<file path="config.mk">
export PLATFORM = sky130hd
export DESIGN_NAME = bufprog_seq
export DESIGN_NICKNAME = d
export VERILOG_FILES = /design/src/rtl/bufprog_pkg.sv /design/src/rtl/bufprog_ram.sv /design/src/rtl/bufprog_fsm.sv /design/src/rtl/bufprog_seq.sv
export SDC_FILE = /design/constraint.sdc
export NUM_CORES = 1
export LEC_CHECK = 0
export ABC_CLOCK_PERIOD_IN_PS = 4200
export BUFFER_PORTS_ARGS = -buffer_cell sky130_fd_sc_hd__buf_2
export CORE_ASPECT_RATIO = 0.75
export CORE_MARGIN = 1
export CORE_UTILIZATION = 55
export CTS_BUF_LIST = sky130_fd_sc_hd__clkbuf_4 sky130_fd_sc_hd__clkbuf_8
export DETAILED_ROUTE_END_ITERATION = 6
export GPL_ROUTABILITY_DRIVEN = 0
export GPL_TIMING_DRIVEN = 0
export PLACE_DENSITY = 0.74
export REMOVE_ABC_BUFFERS = 1
export SYNTH_ARGS = -nofsm -noshare
export SYNTH_HDL_FRONTEND = slang
export SYNTH_SLANG_ARGS = --single-unit
</file>
<file path="constraint.sdc">
create_clock -name clk -period 4.2 [get_ports clk]
set_input_delay 0.63 -clock clk [delete_from_list [all_inputs] [get_ports clk]]
set_output_delay 0.63 -clock clk [all_outputs]
set_load 0.02 [all_outputs]
</file>
<file path="src/rtl/bufprog_pkg.sv">
package bufprog_pkg;
  localparam logic [7:0] CMD_SETUP   = 8'hE8;
  localparam logic [7:0] CMD_CONFIRM = 8'hD0;

  typedef enum logic [2:0] {
    S_IDLE, S_CNT, S_LOAD, S_CONF, S_RD, S_WR
  } seq_state_t;
endpackage

</file>
<file path="src/rtl/bufprog_ram.sv">
module bufprog_ram #(
  parameter int DEPTH = 16,
  parameter int W     = 20,
  localparam int IW   = $clog2(DEPTH)
) (
  input  logic          clk,
  input  logic          we,
  input  logic [IW-1:0] widx,
  input  logic [W-1:0]  wdat,
  input  logic [IW-1:0] ridx,
  output logic [W-1:0]  rdat
);
  logic [W-1:0] store [DEPTH];

  always_ff @(posedge clk) begin
    if (we) store[widx] <= wdat;
  end

  assign rdat = store[ridx];
endmodule

</file>
<file path="src/rtl/bufprog_fsm.sv">
module bufprog_fsm
  import bufprog_pkg::*;
#(
  parameter int AW        = 8,
  parameter int DW        = 16,
  parameter int BLK_BITS  = 4,
  parameter int BUF_WORDS = 16,
  localparam int IW       = $clog2(BUF_WORDS),
  localparam int BW       = AW - BLK_BITS
) (
  input  logic                   clk,
  input  logic                   rst,
  input  logic                   bus_we,
  input  logic [AW-1:0]          bus_addr,
  input  logic [DW-1:0]          bus_data,
  output logic                   buf_we,
  output logic [IW-1:0]          buf_idx,
  output logic [BLK_BITS+DW-1:0] buf_wentry,
  input  logic [BLK_BITS+DW-1:0] buf_rentry,
  output logic                   busy,
  output logic                   free,
  output logic                   err,
  output logic [AW-1:0]          mem_raddr,
  input  logic [DW-1:0]          mem_rdata,
  output logic                   mem_we,
  output logic [AW-1:0]          mem_waddr,
  output logic [DW-1:0]          mem_wdata
);
  localparam logic [7:0] MAXCNT = 8'(BUF_WORDS - 1);

  seq_state_t    state;
  logic          err_q;
  logic [BW-1:0] blk_q;
  logic [IW-1:0] cnt_q;
  logic [IW-1:0] idx_q;

  logic blk_ok;
  logic last;
  assign blk_ok = (bus_addr[AW-1:BLK_BITS] == blk_q);
  assign last   = (idx_q == cnt_q);

  always_ff @(posedge clk) begin
    if (rst) begin
      state <= S_IDLE;
      err_q <= 1'b0;
      blk_q <= '0;
      cnt_q <= '0;
      idx_q <= '0;
    end else begin
      case (state)
        S_IDLE: if (bus_we && bus_data[7:0] == CMD_SETUP) begin
          state <= S_CNT;
          blk_q <= bus_addr[AW-1:BLK_BITS];
          err_q <= 1'b0;
        end
        S_CNT: if (bus_we) begin
          if (bus_data[7:0] > MAXCNT) begin
            err_q <= 1'b1;
            state <= S_IDLE;
          end else begin
            cnt_q <= bus_data[IW-1:0];
            idx_q <= '0;
            state <= S_LOAD;
          end
        end
        S_LOAD: if (bus_we) begin
          if (!blk_ok) begin
            err_q <= 1'b1;
            state <= S_IDLE;
          end else if (last) begin
            state <= S_CONF;
          end else begin
            idx_q <= idx_q + 1'b1;
          end
        end
        S_CONF: if (bus_we) begin
          if (bus_data[7:0] == CMD_CONFIRM) begin
            idx_q <= '0;
            state <= S_RD;
          end else begin
            err_q <= 1'b1;
            state <= S_IDLE;
          end
        end
        S_RD: state <= S_WR;
        S_WR: begin
          if (last) state <= S_IDLE;
          else begin
            idx_q <= idx_q + 1'b1;
            state <= S_RD;
          end
        end
        default: state <= S_IDLE;
      endcase
    end
  end

  // buffer staging
  assign buf_we     = (state == S_LOAD) && bus_we && blk_ok;
  assign buf_idx    = idx_q;
  assign buf_wentry = {bus_addr[BLK_BITS-1:0], bus_data};

  // array copy: read old word, then write old AND new
  assign mem_raddr = {blk_q, buf_rentry[BLK_BITS+DW-1:DW]};
  assign mem_waddr = mem_raddr;
  assign mem_we    = (state == S_WR);
  assign mem_wdata = mem_rdata & buf_rentry[DW-1:0];

  assign busy = (state == S_RD) || (state == S_WR);
  assign free = (state == S_IDLE) || (state == S_CNT);
  assign err  = err_q;

  // reset leaves the sequencer idle with no error
  p_reset_idle_r1: assert property (@(posedge clk)
    $past(rst) |-> (state == S_IDLE && !err_q));

  // an error can only appear in answer to a bus write
  p_err_from_bus_r4: assert property (@(posedge clk) disable iff (rst)
    $rose(err_q) |-> $past(bus_we));

  // confirm in the confirm state starts the copy
  p_confirm_starts_r6: assert property (@(posedge clk) disable iff (rst)
    (state == S_CONF && bus_we && bus_data[7:0] == CMD_CONFIRM) |=> busy);

  // error flag does not move while copying
  p_busy_err_stable_r7: assert property (@(posedge clk) disable iff (rst)
    (busy && $past(busy)) |-> $stable(err_q));

  // array writes are never back to back
  p_write_spacing_r8: assert property (@(posedge clk) disable iff (rst)
    mem_we |=> !mem_we);

  // accepted setup clears the error flags
  p_setup_clears_r9: assert property (@(posedge clk) disable iff (rst)
    (state == S_IDLE && bus_we && bus_data[7:0] == CMD_SETUP) |=> !err_q);

  // the index never passes the accepted count
  p_idx_bound_r10: assert property (@(posedge clk) disable iff (rst)
    (state != S_IDLE && state != S_CNT) |-> (idx_q <= cnt_q));
endmodule

</file>
<file path="src/rtl/bufprog_seq.sv">
module bufprog_seq #(
  parameter int AW        = 8,
  parameter int DW        = 16,
  parameter int BLK_BITS  = 4,
  parameter int BUF_WORDS = 16,
  localparam int IW       = $clog2(BUF_WORDS),
  localparam int EW       = BLK_BITS + DW
) (
  input  logic          clk,
  input  logic          rst,
  input  logic          bus_we,
  input  logic [AW-1:0] bus_addr,
  input  logic [DW-1:0] bus_data,
  output logic          buf_free,
  output logic [7:0]    stat,
  output logic [AW-1:0] mem_raddr,
  input  logic [DW-1:0] mem_rdata,
  output logic          mem_we,
  output logic [AW-1:0] mem_waddr,
  output logic [DW-1:0] mem_wdata
);
  logic          buf_we;
  logic [IW-1:0] buf_idx;
  logic [EW-1:0] buf_wentry;
  logic [EW-1:0] buf_rentry;
  logic          busy;
  logic          err;

  bufprog_fsm #(
    .AW(AW), .DW(DW), .BLK_BITS(BLK_BITS), .BUF_WORDS(BUF_WORDS)
  ) u_fsm (
    .clk(clk), .rst(rst),
    .bus_we(bus_we), .bus_addr(bus_addr), .bus_data(bus_data),
    .buf_we(buf_we), .buf_idx(buf_idx),
    .buf_wentry(buf_wentry), .buf_rentry(buf_rentry),
    .busy(busy), .free(buf_free), .err(err),
    .mem_raddr(mem_raddr), .mem_rdata(mem_rdata),
    .mem_we(mem_we), .mem_waddr(mem_waddr), .mem_wdata(mem_wdata)
  );

  bufprog_ram #(.DEPTH(BUF_WORDS), .W(EW)) u_ram (
    .clk(clk), .we(buf_we), .widx(buf_idx), .wdat(buf_wentry),
    .ridx(buf_idx), .rdat(buf_rentry)
  );

  // status byte: bit 7 ready, bits 5 and 4 sequence error
  assign stat = {~busy, 1'b0, err, err, 4'b0000};
endmodule

</file>
; Word-level counts from Yosys, hierarchy flattened
; Memory sizes are Yosys's and may differ from the RTL's. A register that Yosys moved wholly into a read port is not among the register bits.
; Cells that the tools add are included.
[word_totals]
wordCells = 74
output_inout_bits = 42
input_bits = 43
register_bits = 16
mem_count = 1
ram_bits = 320
[mem_list]
columns = memory, words, word_bits, read_ports, rd_clocked_by_memory_dff, wr, line
row1 = u_ram.store, 16, 20, 1, 1, 1, bufprog_ram.sv:13  ; logic [W-1:0] store [DEPTH];
[classes]
n_addsub = 1
mux = 30
bitwise_logic = 3
order_cmp = 1
n_reduce_logical = 13
n_eq_ne = 20
[op_table]
columns = op, n
row1 = $mux W4, 9
row2 = $mux W3, 8
row3 = $pmux W3 S6, 1
row4 = $and A16 B16 Y16, 1
row5 = $eq A8 B8 Y1 const B, 2
row6 = $pmux W4 S4, 1
row7 = $ne A2 B2 Y1 const B, 6
row8 = $mux W1, 9
row9 = $eq A4 B4 Y1, 2
row10 = $gt A8 B4 Y1 const B, 1
row11 = $ne A2 B1 Y1 const B, 4
row12 = $reduce_and A8 Y1, 1
row13 = $reduce_bool A4 Y1, 2
row14 = $reduce_and A7 Y1, 1
row15 = $eq A3 B2 Y1 const B, 2
row16 = $eq A3 B3 Y1 const B, 2
row17 = $reduce_and A5 Y1, 1
row18 = $add A4 B1 Y4 const B, 1
row19 = $pmux W1 S4, 1
row20 = $eq A3 B1 Y1 const B, 1
row21 = $logic_and A1 B1 Y1, 3
row22 = $logic_not A3 Y1, 1
row23 = $ne A3 B3 Y1 const B, 1
row24 = $reduce_and A3 Y1, 1
row25 = 4 further kinds, 6

; Longest topological paths before layout
; Gate-level depths: netlist (run 1).
[depth]
word_depth = 7
ltp_mapped = 6
depth_no_buf = 5

; Modules after synthesis
; From an unflattened synthesis (run 1), not the netlist that was laid out.
[hier_totals]
cells_unflattened = 673
hier_area_um2 = 13471.7
[modules_own_cells]
columns = mod, n_inst, area_each_um2, cells_per_inst
row1 = bufprog_ram, 1, 12130.4, 513
row2 = bufprog_fsm, 1, 1281.2, 151
row3 = bufprog_seq, 1, 60.1, 9

; Worst setup path after synthesis (run 1)
; No wires, ideal clock.
[synth_timing]
path_kind = input -> register
from = in bus_addr[7]
to = mem u_ram.store[3][0] (enable)
stages = 5
t_arrival_ns = 2.724
path_slack_ns = 1.053
t_required_ns = 3.778
path_cell_list = xnor2_1 nand4_1 nor2_1 nand2_1 nor3_1
[synth_between]
elab_chain_len = 4
[synth_lines]
columns = item, line
row1 = "start, declared", bufprog_seq.sv:12  ; input logic [AW-1:0] bus_addr,
row2 = $eq A4 B4 Y1, bufprog_fsm.sv:39  ; assign blk_ok = (bus_addr[AW-1:BLK_BITS] == blk_q);
row3 = $logic_and A1 B1 Y1, bufprog_fsm.sv:99  ; assign buf_we = (state == S_LOAD) && bus_we && blk_ok;
row4 = $mux W1, bufprog_ram.sv:16  ; if (we) store[widx] <= wdat;
row5 = $mux W1 (not written as such), bufprog_ram.sv:16
row6 = "end, declared", bufprog_ram.sv:13
; No other way between the ends.

==> impl_metrics.py, run 1 <==
metrics = {
    "run_status": {
        "status": "completed",
    },
    "sta": {
        "finalSetupViolCount": 0,
        "slew_headroom": 0.328,
        "post-route-period-util": 0.931,
        "drv_slew": 0,
        "rsz0062_at_grt": "no",
        "layout_min_cycle_time_ps": 3910,
        "skew_ps": 22.8,
        "hold_viol_final": 0,
        "fmaxAchievable_mhz": 256,
        "tightest_slew_ps": 1000,
        "setup_slack_ps": 291,
    },
    "power": {
        "power_per_cell_area_mw_per_mm2": 423,
        "p_int_uw": 5210,
        "seqPwrFrac": 0.571,
        "p_sw_uw": 1270,
        "ir_drop_uv": 309,
        "p_comb_frac": 0.013,
        "p_clk_frac": 0.415,
        "sw_frac_of_total": 0.196,
        "leakage_uw": 0.00480,
    },
    "clock_network": {
        "post_cts_resized": 0,
        "clk_latency_ps": 560,
        "hold_buffers": 0,
        "cts_setup_buffers": 0,
        "cts_tree": "yes",
        "numCtsBuffers": 49,
        "cts.sinks": 340,
        "ctsRootBufferMaster": "clkbuf_8",
        "path_clk_slew_ps": 60,
        "htreeDepth": 2,
        "ctsLongestPathBuffers": 3,
    },
    "logic_synthesis": {
        "synth_top_area_frac": 0.714,
        "ys_seq_area_frac": 0.744,
        "yosys-top-cells-area": "edfxtp_1 (71%), mux4_2 (17%), dfxtp_1 (3.0%)",
        "yosys.area.top_type": "edfxtp_1",
        "syn_area_mm2": 0.0135,
        "yosys_warnings": 0,
        "synth_edf_count": 320,
        "synth.distinct_cells": 43,
        "synthCells": 622,
        "dominantRegCellSynth": "edfxtp_1",
        "synth_seq_cells": 340,
        "synth-async-reset-ratio": 0,
        "avgSynthCellArea_um2": 21.6,
    },
    "global_route": {
        "grt_pass1_vias": 6821,
        "grt_max_degree": 52,
        "gr-total-overflow": 0,
        "antenna_found_initial": 0,
        "grt_pass1_wl_um": 41000,
        "grt_usage": 0.230,
    },
    "place": {
        "pre_cts_ws_ps": 819,
        "dpl.cell_count": 1004,
        "io_buffers": 79,
        "dp_hpwl_um": 15400,
    },
    "routing": {
        "num_vias": 6665,
        "viasPerCell": 6.10,
        "wl_per_cell_um": 25.2,
        "drt_wl_total_um": 27500,
        "drt-pass1-iter-count": 5,
        "ant_nets": 0,
        "route.detailed.drc": 0,
        "drt_iter0_drc": 657,
    },
    "setup_path": {
        "cp.arrival_ps": 3280,
        "ff2ff_setup_slack_ps": 1250,
        "path_max_fanout": 44,
        "critPathKind": "register to output port",
        "r2r_start": "u_fsm.blk_q[2]$_SDFFE_PP0P_",
        "cp_data_required_time_ps": 3570,
        "rr_worst_depth": 6,
        "worstSetupEndpointType": "output port",
        "timing.rr.end": "u_ram.store[2][8]$_DFFE_PP_",
        "startpoint_type": "register",
    },
    "cells_and_area": {
        "drive_gt1_frac": 0.389,
        "area_delta_synth_final_pct": 13.8,
        "nets": 771,
        "finalNonFillerCells": 1092,
        "antennaDiodeCount": 0,
    },
    "min_path": {
        "holdCritPathClass": "primary input to register",
        "whs_path_depth": 3,
        "hold_start": "bus_addr[6]",
        "whs_endpoint": "u_fsm.blk_q[2]$_SDFFE_PP0P_",
    },
    "floorplan": {
        "die-area_mm2": 0.0251,
        "die_h_um": 137,
        "io_pins": 85,
        "fp-row-count": 49,
        "coreArea_mm2": 0.0240,
        "start_util": 0.561,
        "chipWidth_um": 183,
    },
    "run": {
        "drv_cap": 0,
    },
}
[layout make-up]
class / instances / area [um^2]
Tap cell: 331 / 414
Timing Repair Buffer: 92 / 591
Multi-Input combinational cell: 237 / 3260
Fill cell: 1596 / 8670
Clock inverter: 19 / 160
Inverter: 4 / 15.0
Clock buffer: 69 / 850
Sequential cell: 340 / 10000
[power groups by stage]
| stage | registers (uW) | clock network (uW) | logic (uW) |
|---|---|---|---|
| finish | 3700 | 2690 | 86.7 |
| detailed placement | 3770 | 0 | 85.9 |
| global placement | 3770 | 0 | 78.2 |
| floorplan | 3780 | 0 | 17.5 |
| CTS | 3700 | 2720 | 86.2 |
| global route | 3700 | 2870 | 94.8 |
[kinds of logic (layout without fill, tap and decap cells)]
logic type	Yosys count	in the layout	share of synthesized area
xor gates and xnor gates	9	9	0.00586
AOI/OAI and AO/OA	24	24	0.0153
muxes	108	108	0.173
other	1	5	0.000279
and+or+nand+nor	87	87	0.0342
adders and majority gates	4	4	0.00372
buffers and inverters	49	184	0.0232
DFF	340	340	0.744
[routing by layer]
metal	share of wire	global-route usage
met4	0.018	0.0602
met2	0.51	0.392
met3	0.075	0.0447
met5	0	0
met1	0.40	0.309
[worst max path at each step]
stage | start | to | slack, ps | cells past startpoint
finish | register | mem_wdata[2] | 290 | 5
global route | register | mem_wdata[2] | 100 | 5
CTS | register | mem_wdata[2] | 210 | 5
detailed placement | register | mem_wdata[2] | 820 | 5
global placement | register | mem_wdata[2] | -2610 | 4
floorplan | register | mem_wdata[0] | -1130 | 3
[synthesized netlist by cell type (2+ instances only)]
library cell,number
a21oi_1,4
a31oi_1,2
and2_1,16
buf_4,16
buf_6,9
clkbuf_1,20
dfxtp_1,20
edfxtp_1,320
ha_1,4
inv_1,4
mux2i_1,8
mux4_2,100
nand2_1,11
nand2b_1,7
nand3_1,2
nand4_1,3
nor2_1,26
nor3_1,8
nor4_1,3
o21ai_0,2
o221ai_1,2
o2bb2ai_1,4
o32ai_1,2
or2_2,2
xnor2_1,9
[metrics by stage]
stage / area (um^2) / hold slack [ps] / util / total power (uW) / setup TNS, ps
after detailed placement: 14300 / 532 / 0.596 / 3860 / 0
after global placement: 14000 / 507 / 0.583 / 3850 / -148160
after global routing: 15300 / 367 / 0.638 / 6660 / 0
after CTS: 15300 / 331 / 0.638 / 6510 / 0
final: 15300 / 348 / 0.638 / 6480 / 0
after floorplan: 13200 / 485 / - / 3790 / -26580
[registers in the layout, indices dropped and copies added (netlist names), named ones only]
name	count
u_fsm.buf_idx	4
u_fsm.blk_q	4
u_fsm.err	1
u_fsm.state	3
u_fsm.cnt_q	4
u_ram.store	320
[worst max-delay path: stages (launching register included)]
cell and delay, ps:
dfxtp_4 860, buf_16 370, mux4_2 570, mux4_2 520
and2_1 170, buf_2 150
[cells in the final DEF, fill, tap and decap left out, types with 5 or more instances in the layout]
cell,synthesis,routed
edfxtp_1,320,320
mux4_2,100,100
buf_2,0,79
clkbuf_8,0,53
and2_1,16,16
clkbuf_4,0,16
dfxtp_1,20,16
nor2_1,26,14
nor2_4,0,12
nand2_1,11,11
clkinv_1,0,10
xnor2_1,9,9
mux2i_1,8,8
buf_6,9,8
nand2b_1,7,7
conb_1,1,5
clkinv_2,0,5
(Power assumes the default switching activity.)
==> run 2: changes to the inputs <==
--- a/config.mk
+++ b/config.mk
@@ -14,7 +14,7 @@
 export DETAILED_ROUTE_END_ITERATION = 6
 export GPL_ROUTABILITY_DRIVEN = 0
 export GPL_TIMING_DRIVEN = 0
-export PLACE_DENSITY = 0.74
+export PLACE_DENSITY = 0.73
 export REMOVE_ABC_BUFFERS = 1
 export SYNTH_ARGS = -nofsm -noshare
 export SYNTH_HDL_FRONTEND = slang
==> impl_metrics.py, run 2 (same netlist as run 1, synthesis figures left out) <==
metrics = {
    "clock_network": {
        "cts.sinks": 340,
        "hold_buffers": 0,
        "ctsLongestPathBuffers": 3,
        "path_clk_slew_ps": 60,
        "ctsRootBufferMaster": "clkbuf_8",
        "clk_latency_ps": 560,
        "numCtsBuffers": 49,
        "cts_tree": "yes",
        "post_cts_resized": 0,
        "htreeDepth": 2,
        "cts_setup_buffers": 0,
    },
    "cells_and_area": {
        "top_register": "u_ram.store",
        "multiInputGateArea_mm2": 0.00326,
        "fillers": 1568,
        "drive_gt1_frac": 0.383,
        "largest_reg_flops": 320,
        "utilization": 0.636,
        "antennaDiodeCount": 0,
        "nets": 769,
        "seqCellArea_mm2": 0.0100,
        "final_cell_mix": "edfxtp_1 (320), mux4_2 (100), buf_2 (79)",
        "area_delta_synth_final_pct": 13.3,
        "final_common_cell": "edfxtp_1",
    },
    "floorplan": {
        "start_util": 0.561,
        "io_pins": 85,
        "die_h_um": 137,
        "chipWidth_um": 183,
        "fp-row-count": 49,
        "die-area_mm2": 0.0251,
        "coreArea_mm2": 0.0240,
    },
    "global_route": {
        "grt_pass1_wl_um": 40700,
        "antenna_found_initial": 0,
        "grt_pass1_vias": 6869,
        "grt_usage": 0.227,
        "grt_max_degree": 57,
        "gr-total-overflow": 0,
    },
    "setup_path": {
        "cp_data_required_time_ps": 3570,
        "slowest_delay_ps": 870,
        "ff2ff_setup_slack_ps": 1180,
        "cp_top_family": "multiplexers",
        "rr_worst_depth": 7,
        "crit_top_cell": "mux4_2",
        "critPathKind": "register to output port",
        "path_max_fanout": 44,
        "timing.rr.end": "u_ram.store[0][9]$_DFFE_PP_",
        "r2r_start": "u_fsm.blk_q[1]$_SDFFE_PP0P_",
        "crit_path_top_delay_cell": "dfxtp_4",
        "cp.arrival_ps": 3240,
        "worst-path-buf-inv": 2,
        "startpoint_type": "register",
        "worstSetupEndpointType": "output port",
        "path_cells": "buf_16 -> mux4_2 -> mux4_2 -> and2_1 -> buf_2",
    },
    "power": {
        "power_per_cell_area_mw_per_mm2": 417,
        "leakage_uw": 0.00476,
        "ir_drop_uv": 323,
    },
    "routing": {
        "num_vias": 6525,
        "drt-pass1-iter-count": 5,
        "drt_iter0_drc": 646,
        "wl_per_cell_um": 24.8,
        "viasPerCell": 5.99,
        "drt_wl_total_um": 27000,
        "ant_nets": 0,
        "route.detailed.drc": 0,
    },
    "sta": {
        "finalSetupViolCount": 0,
        "hold_viol_final": 0,
        "post-route-period-util": 0.921,
        "rsz0062_at_grt": "no",
        "skew_ps": 20.6,
        "layout_min_cycle_time_ps": 3870,
        "drv_slew": 0,
        "slew_headroom": 0.0632,
        "setup_slack_ps": 332,
        "tightest_slew_ps": 1400,
        "fmaxAchievable_mhz": 259,
    },
    "min_path": {
        "whs_path_depth": 3,
        "hold_start": "bus_addr[4]",
        "whs_endpoint": "u_fsm.blk_q[0]$_SDFFE_PP0P_",
        "holdCritPathClass": "primary input to register",
    },
    "place": {
        "dp_hpwl_um": 14900,
        "pre_cts_ws_ps": 798,
        "io_buffers": 79,
    },
    "run": {
        "drv_cap": 0,
    },
    "run_status": {
        "status": "completed",
    },
}
==> run 2: cell count changes in the layout (fill, tap and decap cells not counted) <==
cell       previous run  this run
dfxtp_2               2         1
bufinv_16             3         1
buf_6                 8         7
clkinv_2              5         6
buf_16                2         3
dfxtp_1              16        17
buf_8                 2         1
clkbuf_4             16        11
clkinv_1             10        12
buf_12                1         0
clkbuf_8             53        56
==> run 2: worst min-delay path, cell delays in order <==
cell and delay, ps:
buf_2 100, mux2i_1 70, nor2_1 70
==> run 2: report_power, final <==
part           internal (uW)  total [uW]  switching, uW
Clock                   1370        2570           1200
Combinational           22.3        86.2           63.9
Sequential              3700        3700          0.286
==> run 2: worst max-delay path by stage <==
| stage | slack [ps] | cells past startpoint | startpoint | end |
|---|---|---|---|---|
| floorplan | -1130 | 3 | register | mem_wdata[0] |
| global placement | -2610 | 4 | register | mem_wdata[2] |
| detailed placement | 800 | 8 | bus_addr[5] | u_ram.store[0][11]$_DFFE_PP_ |
| CTS | 220 | 5 | register | mem_wdata[8] |
| global route | 130 | 5 | register | mem_wdata[2] |
| finish | 330 | 5 | register | mem_wdata[2] |
==> run 2: through the flow <==
step                cells  power, uW  hold slack [ps]  setup TNS, ps  area (um^2)
floorplan             581       3790              485         -26580        13200
global placement      991       3850              502        -154920        14000
detailed placement   1002       3860              516              0        14300
CTS                  1089       6400              324              0        15200
global route         1089       6560              335              0        15200
finish               1089       6360              357              0        15200
==> run 2: final cells by class <==
cell class,count,area share
clock buffers,67,0.0560
clock inverters,20,0.00739
repair buffers,90,0.0375
flip-flops and latches,340,0.657
well taps,331,0.0272
multi-input cells,237,0.214
inverters,4,0.000985
==> run 2: metal layers <==
| metal | GRT usage | routed length [um] | vias up |
|---|---|---|---|
| met1 | 0.310 | 11100 | 3392 |
| met3 | 0.0439 | 1890 | 58 |
| met4 | 0.0724 | 544 | 0 |
| met5 | 0 | 0 | - |
| met2 | 0.375 | 13500 | 292 |
| li1 | - | - | 2783 |
